## config.mk

```make
export PLATFORM = sky130hd
export DESIGN_NAME = rgb_yc422_conv
export DESIGN_NICKNAME = d
export VERILOG_FILES = /design/src/rtl/yc422_pkg.sv /design/src/rtl/yc_cfg_sampler.sv /design/src/rtl/yc_phase_track.sv /design/src/rtl/yc_matrix.sv /design/src/rtl/yc_pack.sv /design/src/rtl/rgb_yc422_conv.sv
export SDC_FILE = /design/constraint.sdc
export NUM_CORES = 1
export LEC_CHECK = 0
export BUFFER_PORTS_ARGS = -buffer_cell sky130_fd_sc_hd__buf_2
export CAP_MARGIN = 10
export CELL_PAD_IN_SITES_DETAIL_PLACEMENT = 0
export CELL_PAD_IN_SITES_GLOBAL_PLACEMENT = 2
export CORE_ASPECT_RATIO = 0.75
export CORE_MARGIN = 1.5
export CORE_UTILIZATION = 41
export CTS_CLUSTER_DIAMETER = 100
export DETAILED_ROUTE_END_ITERATION = 8
export GPL_ROUTABILITY_DRIVEN = 0
export MAX_ROUTING_LAYER = met4
export PLACE_DENSITY_LB_ADDON = 0.15
export SLEW_MARGIN = 15
export SYNTH_ARGS = -nofsm -noshare
export SYNTH_HDL_FRONTEND = slang
export SYNTH_HIERARCHICAL = 1
export SYNTH_SLANG_ARGS = --single-unit
```

## constraint.sdc

```tcl
create_clock -name clk -period 6.8 [get_ports clk]
set_input_delay 1.02 -clock clk [delete_from_list [all_inputs] [get_ports clk]]
set_output_delay 1.02 -clock clk [all_outputs]
set_load 0.02 [all_outputs]
```

## src/rtl/yc422_pkg.sv

```systemverilog
package yc422_pkg;

    localparam int COEF_W = 10;
    localparam int FRAC   = 8;

    typedef struct packed {
        logic order;   // 1: Cr leads each pair
        logic sel;     // 1: HD matrix
        logic en;      // 1: convert to 4:2:2
    } cfg_t;

    typedef struct packed {
        logic pv;
        logic hs;
        logic vs;
        logic de;
    } tim_t;

    // index = row*3 + col ; row 0=Y 1=Cb 2=Cr ; col 0=R 1=G 2=B
    typedef logic [8:0][COEF_W-1:0] coef_mat_t;

    function automatic coef_mat_t coef_for(input logic hd);
        coef_mat_t m;
        if (hd) begin
            m[0] = 10'sd47;   m[1] = 10'sd157;  m[2] = 10'sd16;
            m[3] = -10'sd26;  m[4] = -10'sd87;  m[5] = 10'sd112;
            m[6] = 10'sd112;  m[7] = -10'sd102; m[8] = -10'sd10;
        end else begin
            m[0] = 10'sd66;   m[1] = 10'sd129;  m[2] = 10'sd25;
            m[3] = -10'sd38;  m[4] = -10'sd74;  m[5] = 10'sd112;
            m[6] = 10'sd112;  m[7] = -10'sd94;  m[8] = -10'sd18;
        end
        return m;
    endfunction

endpackage

```

## src/rtl/yc_cfg_sampler.sv

```systemverilog
module yc_cfg_sampler
    import yc422_pkg::*;
#(
    parameter int CTRL_W  = 32,
    parameter int EN_BIT  = 25,
    parameter int SEL_BIT = 26,
    parameter int ORD_BIT = 27
) (
    input  logic              clk,
    input  logic              rst,
    input  logic [CTRL_W-1:0] ctrl,
    input  logic              vsync,
    output cfg_t              cfg
);

    logic vs_q;
    logic ctrl_unused;

    assign ctrl_unused = ^ctrl;

    always_ff @(posedge clk) begin
        if (rst) begin
            vs_q <= 1'b0;
            cfg  <= '0;
        end else begin
            vs_q <= vsync;
            if (vsync && !vs_q) begin
                cfg.en    <= ctrl[EN_BIT];
                cfg.sel   <= ctrl[SEL_BIT];
                cfg.order <= ctrl[ORD_BIT];
            end
        end
    end

endmodule

```

## src/rtl/yc_phase_track.sv

```systemverilog
module yc_phase_track (
    input  logic clk,
    input  logic rst,
    input  logic pv,
    input  logic de,
    output logic cur_phase
);

    logic de_q;
    logic ph_q;
    logic line_start;

    assign line_start = de && !de_q;
    assign cur_phase  = line_start ? 1'b0 : ph_q;

    always_ff @(posedge clk) begin
        if (rst) begin
            de_q <= 1'b0;
            ph_q <= 1'b0;
        end else begin
            de_q <= de;
            if (line_start)
                ph_q <= pv;
            else if (pv && de)
                ph_q <= ~ph_q;
        end
    end

endmodule

```

## src/rtl/yc_matrix.sv

```systemverilog
module yc_matrix
    import yc422_pkg::*;
#(
    parameter int COMP_W = 8,
    parameter int ACC_W  = COMP_W + COEF_W + 3
) (
    input  logic                      clk,
    input  logic                      rst,
    input  logic [3*COMP_W-1:0]       rgb,
    input  cfg_t                      cfg,
    input  tim_t                      tim,
    input  logic                      phase,
    output logic signed [ACC_W-1:0]   y,
    output logic signed [ACC_W-1:0]   cb,
    output logic signed [ACC_W-1:0]   cr,
    output logic [3*COMP_W-1:0]       rgb_o,
    output cfg_t                      cfg_o,
    output tim_t                      tim_o,
    output logic                      phase_o
);

    localparam int PROD_W = COMP_W + COEF_W + 1;
    localparam logic signed [ACC_W-1:0] RND   = ACC_W'(1 << (FRAC - 1));
    localparam logic signed [ACC_W-1:0] Y_OFF = ACC_W'(16 << (COMP_W - 8));
    localparam logic signed [ACC_W-1:0] C_OFF = ACC_W'(1 << (COMP_W - 1));

    coef_mat_t                 cm;
    logic [COMP_W-1:0]         comp [3];
    logic signed [PROD_W-1:0]  prod_q [9];
    logic signed [ACC_W-1:0]   sum_w [3];
    logic signed [ACC_W-1:0]   res_q [3];

    logic [3*COMP_W-1:0]       s1_rgb;
    cfg_t                      s1_cfg;
    tim_t                      s1_tim;
    logic                      s1_phase;

    assign cm = coef_for(cfg.sel);

    generate
        for (genvar c = 0; c < 3; c++) begin : g_split
            assign comp[c] = rgb[(2-c)*COMP_W +: COMP_W];
        end

        for (genvar k = 0; k < 9; k++) begin : g_mul
            always_ff @(posedge clk) begin
                prod_q[k] <= PROD_W'($signed({1'b0, comp[k%3]})) * PROD_W'($signed(cm[k]));
            end
        end

        for (genvar r = 0; r < 3; r++) begin : g_row
            localparam logic signed [ACC_W-1:0] OFF = (r == 0) ? Y_OFF : C_OFF;
            assign sum_w[r] = ACC_W'(prod_q[3*r]) + ACC_W'(prod_q[3*r+1])
                            + ACC_W'(prod_q[3*r+2]) + RND;
            always_ff @(posedge clk) begin
                res_q[r] <= (sum_w[r] >>> FRAC) + OFF;
            end
        end
    endgenerate

    always_ff @(posedge clk) begin
        if (rst) begin
            s1_rgb   <= '0;
            s1_cfg   <= '0;
            s1_tim   <= '0;
            s1_phase <= 1'b0;
            rgb_o    <= '0;
            cfg_o    <= '0;
            tim_o    <= '0;
            phase_o  <= 1'b0;
        end else begin
            s1_rgb   <= rgb;
            s1_cfg   <= cfg;
            s1_tim   <= tim;
            s1_phase <= phase;
            rgb_o    <= s1_rgb;
            cfg_o    <= s1_cfg;
            tim_o    <= s1_tim;
            phase_o  <= s1_phase;
        end
    end

    assign y  = res_q[0];
    assign cb = res_q[1];
    assign cr = res_q[2];

endmodule

```

## src/rtl/yc_pack.sv

```systemverilog
module yc_pack
    import yc422_pkg::*;
#(
    parameter int COMP_W = 8,
    parameter int ACC_W  = COMP_W + COEF_W + 3
) (
    input  logic                     clk,
    input  logic                     rst,
    input  logic signed [ACC_W-1:0]  y,
    input  logic signed [ACC_W-1:0]  cb,
    input  logic signed [ACC_W-1:0]  cr,
    input  logic [3*COMP_W-1:0]      rgb,
    input  cfg_t                     cfg,
    input  tim_t                     tim,
    input  logic                     phase,
    output logic [3*COMP_W-1:0]      data_o,
    output tim_t                     tim_o
);

    localparam logic signed [ACC_W-1:0] MAXV = ACC_W'((1 << COMP_W) - 1);
    localparam logic [COMP_W-1:0]       ZERO = '0;

    function automatic logic [COMP_W-1:0] clip(input logic signed [ACC_W-1:0] v);
        if (v[ACC_W-1])
            return '0;
        else if (v > MAXV)
            return '1;
        else
            return v[COMP_W-1:0];
    endfunction

    logic [COMP_W-1:0] y_c, c_first, c_second, c_out, hold_q;
    logic              sel_unused;

    assign sel_unused = cfg.sel;
    assign y_c        = clip(y);
    assign c_first    = cfg.order ? clip(cr) : clip(cb);
    assign c_second   = cfg.order ? clip(cb) : clip(cr);
    assign c_out      = phase ? hold_q : c_first;

    always_ff @(posedge clk) begin
        if (rst) begin
            data_o <= '0;
            tim_o  <= '0;
            hold_q <= '0;
        end else begin
            tim_o <= tim;
            if (cfg.en)
                data_o <= {ZERO, y_c, c_out};
            else
                data_o <= rgb;
            if (cfg.en && tim.pv && tim.de && !phase)
                hold_q <= c_second;
        end
    end

endmodule

```

## src/rtl/rgb_yc422_conv.sv

```systemverilog
module rgb_yc422_conv
    import yc422_pkg::*;
#(
    parameter int COMP_W  = 8,
    parameter int CTRL_W  = 32,
    parameter int EN_BIT  = 25,
    parameter int SEL_BIT = 26,
    parameter int ORD_BIT = 27
) (
    input  logic                clk,
    input  logic                rst,
    input  logic [CTRL_W-1:0]   cfg_word,
    input  logic                pix_valid_i,
    input  logic                hsync_i,
    input  logic                vsync_i,
    input  logic                de_i,
    input  logic [3*COMP_W-1:0] rgb_i,
    output logic                pix_valid_o,
    output logic                hsync_o,
    output logic                vsync_o,
    output logic                de_o,
    output logic [3*COMP_W-1:0] data_o
);

    localparam int ACC_W = COMP_W + COEF_W + 3;

    cfg_t                    cfg_act;
    tim_t                    tim_in, m_tim, o_tim;
    cfg_t                    m_cfg;
    logic                    phase_in, m_phase;
    logic signed [ACC_W-1:0] m_y, m_cb, m_cr;
    logic [3*COMP_W-1:0]     m_rgb;

    assign tim_in = '{pv: pix_valid_i, hs: hsync_i, vs: vsync_i, de: de_i};

    yc_cfg_sampler #(
        .CTRL_W(CTRL_W), .EN_BIT(EN_BIT), .SEL_BIT(SEL_BIT), .ORD_BIT(ORD_BIT)
    ) cfg_i (
        .clk(clk), .rst(rst), .ctrl(cfg_word), .vsync(vsync_i), .cfg(cfg_act)
    );

    yc_phase_track phase_i (
        .clk(clk), .rst(rst), .pv(pix_valid_i), .de(de_i), .cur_phase(phase_in)
    );

    yc_matrix #(.COMP_W(COMP_W), .ACC_W(ACC_W)) mtx_i (
        .clk(clk), .rst(rst), .rgb(rgb_i), .cfg(cfg_act), .tim(tim_in),
        .phase(phase_in), .y(m_y), .cb(m_cb), .cr(m_cr), .rgb_o(m_rgb),
        .cfg_o(m_cfg), .tim_o(m_tim), .phase_o(m_phase)
    );

    yc_pack #(.COMP_W(COMP_W), .ACC_W(ACC_W)) pack_i (
        .clk(clk), .rst(rst), .y(m_y), .cb(m_cb), .cr(m_cr), .rgb(m_rgb),
        .cfg(m_cfg), .tim(m_tim), .phase(m_phase), .data_o(data_o), .tim_o(o_tim)
    );

    assign pix_valid_o = o_tim.pv;
    assign hsync_o     = o_tim.hs;
    assign vsync_o     = o_tim.vs;
    assign de_o        = o_tim.de;

endmodule

```

==> flow_summary.ini, run 1 <==
[finish]
fin_area_um2 = 24400
multiInputGateArea_um2 = 14500
seq_area_um2 = 5530
drive_gt1_share_pct = 6.67
fillers = 5242
syn_to_final_growth_pct = 9.02
fin_nets = 3046
stdcell_count = 3096

[global_route]
grtUsageTotal_pct = 19.1
grt_max_degree = 36
antenna_found_initial = 3
grt_overflow_total = 0
first_global_vias = 14800
grt_pass1_wl_um = 80200

[worst_setup_path]
critPathArrivalTime_ns = 5.98
worst-path-max-fanout = 25
startpoint = cfg_i/cfg[1]
start_kind = register
worstSetupEndpointType = register
critical_path_required_ns = 7.22
path_class = register to register
r2r_setup_slack_ns = 1.24
reg2reg_from = cfg_i/cfg[1]

[clocking]
clock_latency_ns = 0.55
clockRootBuffer = clkbuf_16
cts_tree = built
cts.clk_slew.worst_paths_ns = 0.07
post_cts_resize_count = 0
htree_num_levels = 2
cts_buffer_depth = 3
cts.sinks = 276
cts_hold_repair.buffers = 0
numCtsBuffers = 34
postCtsSetupBuffers = 0

[detailed_routing]
vias = 14200
ant_nets = 0
avgRoutedWirePerCell_um = 16.0
drc = 0
wl_um = 49500
drt_iter0_markers = 563
first_pass_iters = 4
via_per_inst = 4.57

[run]
maxCapViolations = 0

[die]
ios = 90
core_um2 = 53500
fp-row-count = 73
die_area_um2 = 56100
die_y_um = 205
die_x_um = 273
start_util_pct = 41.9

[placed_design]
dp_hpwl_um = 41200
io_buffers = 60
place_area_um2 = 23300
dpl.cell_count = 3038

[sta]
max_freq_mhz = 180
hold_viol_final = 0
worstMarginPinSlew_ns = 0.898
whs_ns = 0.423
fin_setup_tns_ns = 0
rsz0062_at_grt = false
min_period_over_period_pct = 81.7
slew_viol_final = 0
skew_ns = 0.0321
fin_crit_ns = 5.56
setup_viol = 0
slew_headroom_pct = 39.9

[synthesis]
synthCells = 2303
postSynthAreaPerCell_um2 = 9.73
ys_warn_count = 6
netlist_area_um2 = 22400

[status]
status = finished, final reports clean

[power]
peakVddDrop_mv = 0.467
powerDensity_nw_per_um2 = 549
leakagePower_nw = 12.8

[hold_path]
hp-start = mtx_i/rgb_o[21]
hold_class = register to register
final cells by class:
| type | instances | area share, % |
|---|---|---|
| clock inverters | 15 | 0.717 |
| multi-input cells | 1421 | 59.2 |
| inverters | 562 | 8.63 |
| flip-flops and latches | 276 | 22.6 |
| diodes | 1 | 0.0102 |
| repair buffers | 67 | 1.45 |
| clock buffers | 42 | 3.73 |
| well taps | 712 | 3.65 |
cells in the final DEF, fill, tap and decap left out, types with 6 or more instances in the layout:
master / n
nor3_1: 25
fa_1: 218
clkbuf_16: 34
ha_1: 404
nand2b_1: 23
nand3_1: 18
a311o_1: 6
o21a_1: 14
inv_1: 562
nand2_1: 54
a31oi_1: 13
clkinv_2: 7
nand4_1: 7
and2_1: 23
buf_2: 59
o211ai_1: 6
a21oi_1: 73
o21ai_0: 47
dfxtp_1: 275
nor4_1: 7
xnor2_1: 83
nor2b_1: 71
and3_1: 6
o21bai_1: 26
or2_2: 8
buf_4: 8
o32ai_1: 7
xor2_1: 40
nor2_1: 106
conb_1: 23
o21ai_1: 22
a21o_1: 24
per-layer routing:
layer,global-route usage (%),wire length [um],vias up
met2,29.3,21400,141
met4,3.43,590,0
met1,27.1,25900,6668
li1,-,-,7305
met3,2.75,1630,44
met5,-,0,-
state kept, by name, summed over array words and instances (netlist names), 2 cells and up:
register	flops
mtx_i/rgb_o	24
mtx_i/cfg_o	2
cfg_i/cfg	3
mtx_i/s1_rgb	24
mtx_i/tim_o	4
mtx_i/s1_cfg	2
pack_i/tim_o	4
pack_i/data_o	24
mtx_i/res_q	39
pack_i/hold_q	8
mtx_i/s1_tim	4
mtx_i/prod_q	133
path summary, 6_finish.rpt:
path / endpoint / depth (start not counted)
worst max-delay path: mtx_i/prod_q[0][74] / 21
worst min register to register: pack_i/data_o[21] / 1
worst max register to register: mtx_i/prod_q[0][74] / 21
worst min-delay path: pack_i/data_o[21] / 1
metrics by stage:
stage	utilization, %	power [mW]	setup WS, ns
finish	45.6	13.4	1.24
global route	45.6	15.0	0.708
CTS	45.6	13.6	1.22
detailed placement	43.6	11.7	0.706
global placement	43.6	11.6	0.715
floorplan	-	9.87	1.43
report_power, final:
part           leakage [nW]  total, mW  internal, mW  switching [mW]
clock network         0.536       1.80          1.07           0.733
registers              2.30       2.49          2.26           0.225
logic                  9.99       9.13          4.02            5.11
total                  12.8       13.4          7.35            6.06
critical path, cell delays in order, from the launching register on:
cell and delay (ns):
dfxtp_2 0.69, buf_4 0.39, nand2_1 0.18, fa_1 0.56, inv_1 0.04, ha_1 0.28
ha_1 0.28, inv_1 0.05, fa_1 0.53, inv_1 0.04, ha_1 0.21, fa_1 0.41
a21o_1 0.18, a21oi_1 0.21, o21bai_1 0.10, a21oi_1 0.24, o21bai_1 0.14, a21oi_1 0.24
nor2b_1 0.07, o21ai_0 0.24, a21oi_1 0.13, xor2_1 0.15
Power figures use the tool's default switching activity.
==> run 2: changes to the inputs <==
==> constraint.sdc (replaced) <==
create_clock -name clk -period 5.2 [get_ports clk]
set_input_delay 0.78 -clock clk [delete_from_list [all_inputs] [get_ports clk]]
set_output_delay 0.78 -clock clk [all_outputs]
set_load 0.02 [all_outputs]
==> run 2 against run 1 <==
  * Design area is 4.5% higher
  * Critical path type unchanged
  * Register-to-register slack worse by 0.96 ns
  * Clock skew is 0.013 ns lower
  * Via count is 2.9% higher
  * Combinational power is 36% higher
  * Critical endpoint is now mtx_i/prod_q[0][93]
  * Largest cell class unchanged
  * Final cell count is 3.9% higher
  * Hold slack worse by 0.0014 ns
  * Die area stayed put
==> flow_summary.ini, run 2 (synthesis results as in run 1) <==
[global_route]
antenna_found_initial = 1
first_global_vias = 15300
grtUsageMet1_pct = 27.9
grtUsageTotal_pct = 19.4
use_met2_pct = 29.0
grt_max_degree = 57
grt_use_met3_pct = 2.71
top_usage_layer = met2
grt_pass1_wl_um = 82000
grt_overflow_total = 0

[die]
core_um2 = 53500
start_util_pct = 41.9
ios = 90
die_x_um = 273
die_y_um = 205
die_area_um2 = 56100
fp-row-count = 73

[power]
leakagePower_nw = 13.5
powerDensity_nw_per_um2 = 716
power_mw = 18.3
peakVddDrop_mv = 0.684

[sta]
max_freq_mhz = 203
hold_viol_final = 0
worstMarginPinSlew_ns = 0.804
skew_ns = 0.0190
fin_crit_ns = 4.92
rsz0062_at_grt = false
slew_headroom_pct = 45.0
slew_viol_final = 0
setup_viol = 0
min_period_over_period_pct = 94.6
worst_slack_ns = 0.280

[finish]
drive_gt1_share_pct = 11.4
fin_area_um2 = 25500
fin_nets = 3163
regMostFlops = mtx_i/prod_q
reg_top3 = mtx_i/prod_q (133), mtx_i/res_q (39)
syn_to_final_growth_pct = 13.9
layout_commonest_cell = inv_1
final_cell_mix = inv_1, ha_1, dfxtp_1
largest_reg_flops = 133
fillers = 5174

[worst_setup_path]
slowest_stage = fa_1
path_class = register to register
worstSetupEndpointType = register
worst-path-max-fanout = 25
critical_path_required_ns = 5.60
crit_chain = buf_12 > and2_1 > buf_4 > ha_1 > nand2b_1 > fa_1 > inv_1 > fa_1 > fa_1 > inv_1 > ha_1 > inv_1 > o21bai_1 > a21oi_1 > o21bai_1 > a21oi_1 > o21ai_0 > o41a_1 > mux2_2 > o2111ai_1
crit_buf_inv = 5
critPathArrivalTime_ns = 5.32
critical_path.top_delay_family = adder cells
start_kind = register
max_stage_delay_ns = 0.54

[clocking]
cts.sinks = 276
cts_hold_repair.buffers = 0
post_cts_resize_count = 0
numCtsBuffers = 35
clockRootBuffer = clkbuf_16
postCtsSetupBuffers = 0
cts_buffer_depth = 3
cts_tree = built
cts.clk_slew.worst_paths_ns = 0.06
clock_latency_ns = 0.54
htree_num_levels = 2

[detailed_routing]
vias = 14600
avgRoutedWirePerCell_um = 15.6
first_pass_iters = 5
ant_nets = 0
via_per_inst = 4.53
drt_iter0_markers = 607
drc = 0
wl_um = 50000

[placed_design]
dp_hpwl_um = 42800
dp_worst_setup_slack_ns = -0.250
place_area_um2 = 24300
io_buffers = 60

[status]
status = finished, final reports clean

[hold_path]
hold_class = register to register

[run]
maxCapViolations = 0
==> run 2: metal layers <==
layer	share of wire (%)	routed length, um
met1	54	26800
met2	42	20900
met3	3.2	1600
met4	1.6	808
met5	0	0
==> run 2: stage by stage <==
step | util, % | hold slack [ns] | cells | TNS [ns]
4_1_cts | 47.7 | 0.424 | 3216 | 0
3_5_place_dp | 45.3 | 0.415 | 3154 | -1.13
2_1_floorplan | - | 0.406 | 2324 | 0
6_report | 47.7 | 0.421 | 3217 | 0
5_1_grt | 47.7 | 0.448 | 3217 | 0
3_3_place_gp | 45.3 | 0.409 | 3154 | -1.02
==> run 2: final timing paths <==
kind	start	end	slack (ns)	cells after the start
hold / removal	mtx_i/rgb_o[22]	pack_i/data_o[22]	0.42	1
setup reg to reg	cfg_i/cfg[1]	mtx_i/prod_q[0][93]	0.28	20
setup / recovery	cfg_i/cfg[1]	mtx_i/prod_q[0][93]	0.28	20
hold reg to reg	mtx_i/rgb_o[22]	pack_i/data_o[22]	0.42	1
==> run 2: where the power goes <==
part	internal [mW]	switching [mW]	total, mW	leakage [nW]
sequential	2.96	0.303	3.26	2.30
combinational	5.59	6.80	12.4	10.6
clock	1.68	0.963	2.64	0.615
==> run 2: cell type report <==
| class | instances | area, um^2 | share of cell area (%) |
|---|---|---|---|
| diodes | 1 | 2.50 | 0.00980 |
| clock buffers | 44 | 970 | 3.80 |
| clock inverters | 18 | 289 | 1.13 |
| inverters | 562 | 2110 | 8.26 |
| multi-input cells | 1421 | 14500 | 56.7 |
| flip-flops and latches | 276 | 5530 | 21.7 |
| well taps | 712 | 891 | 3.49 |
| repair buffers | 183 | 1260 | 4.95 |
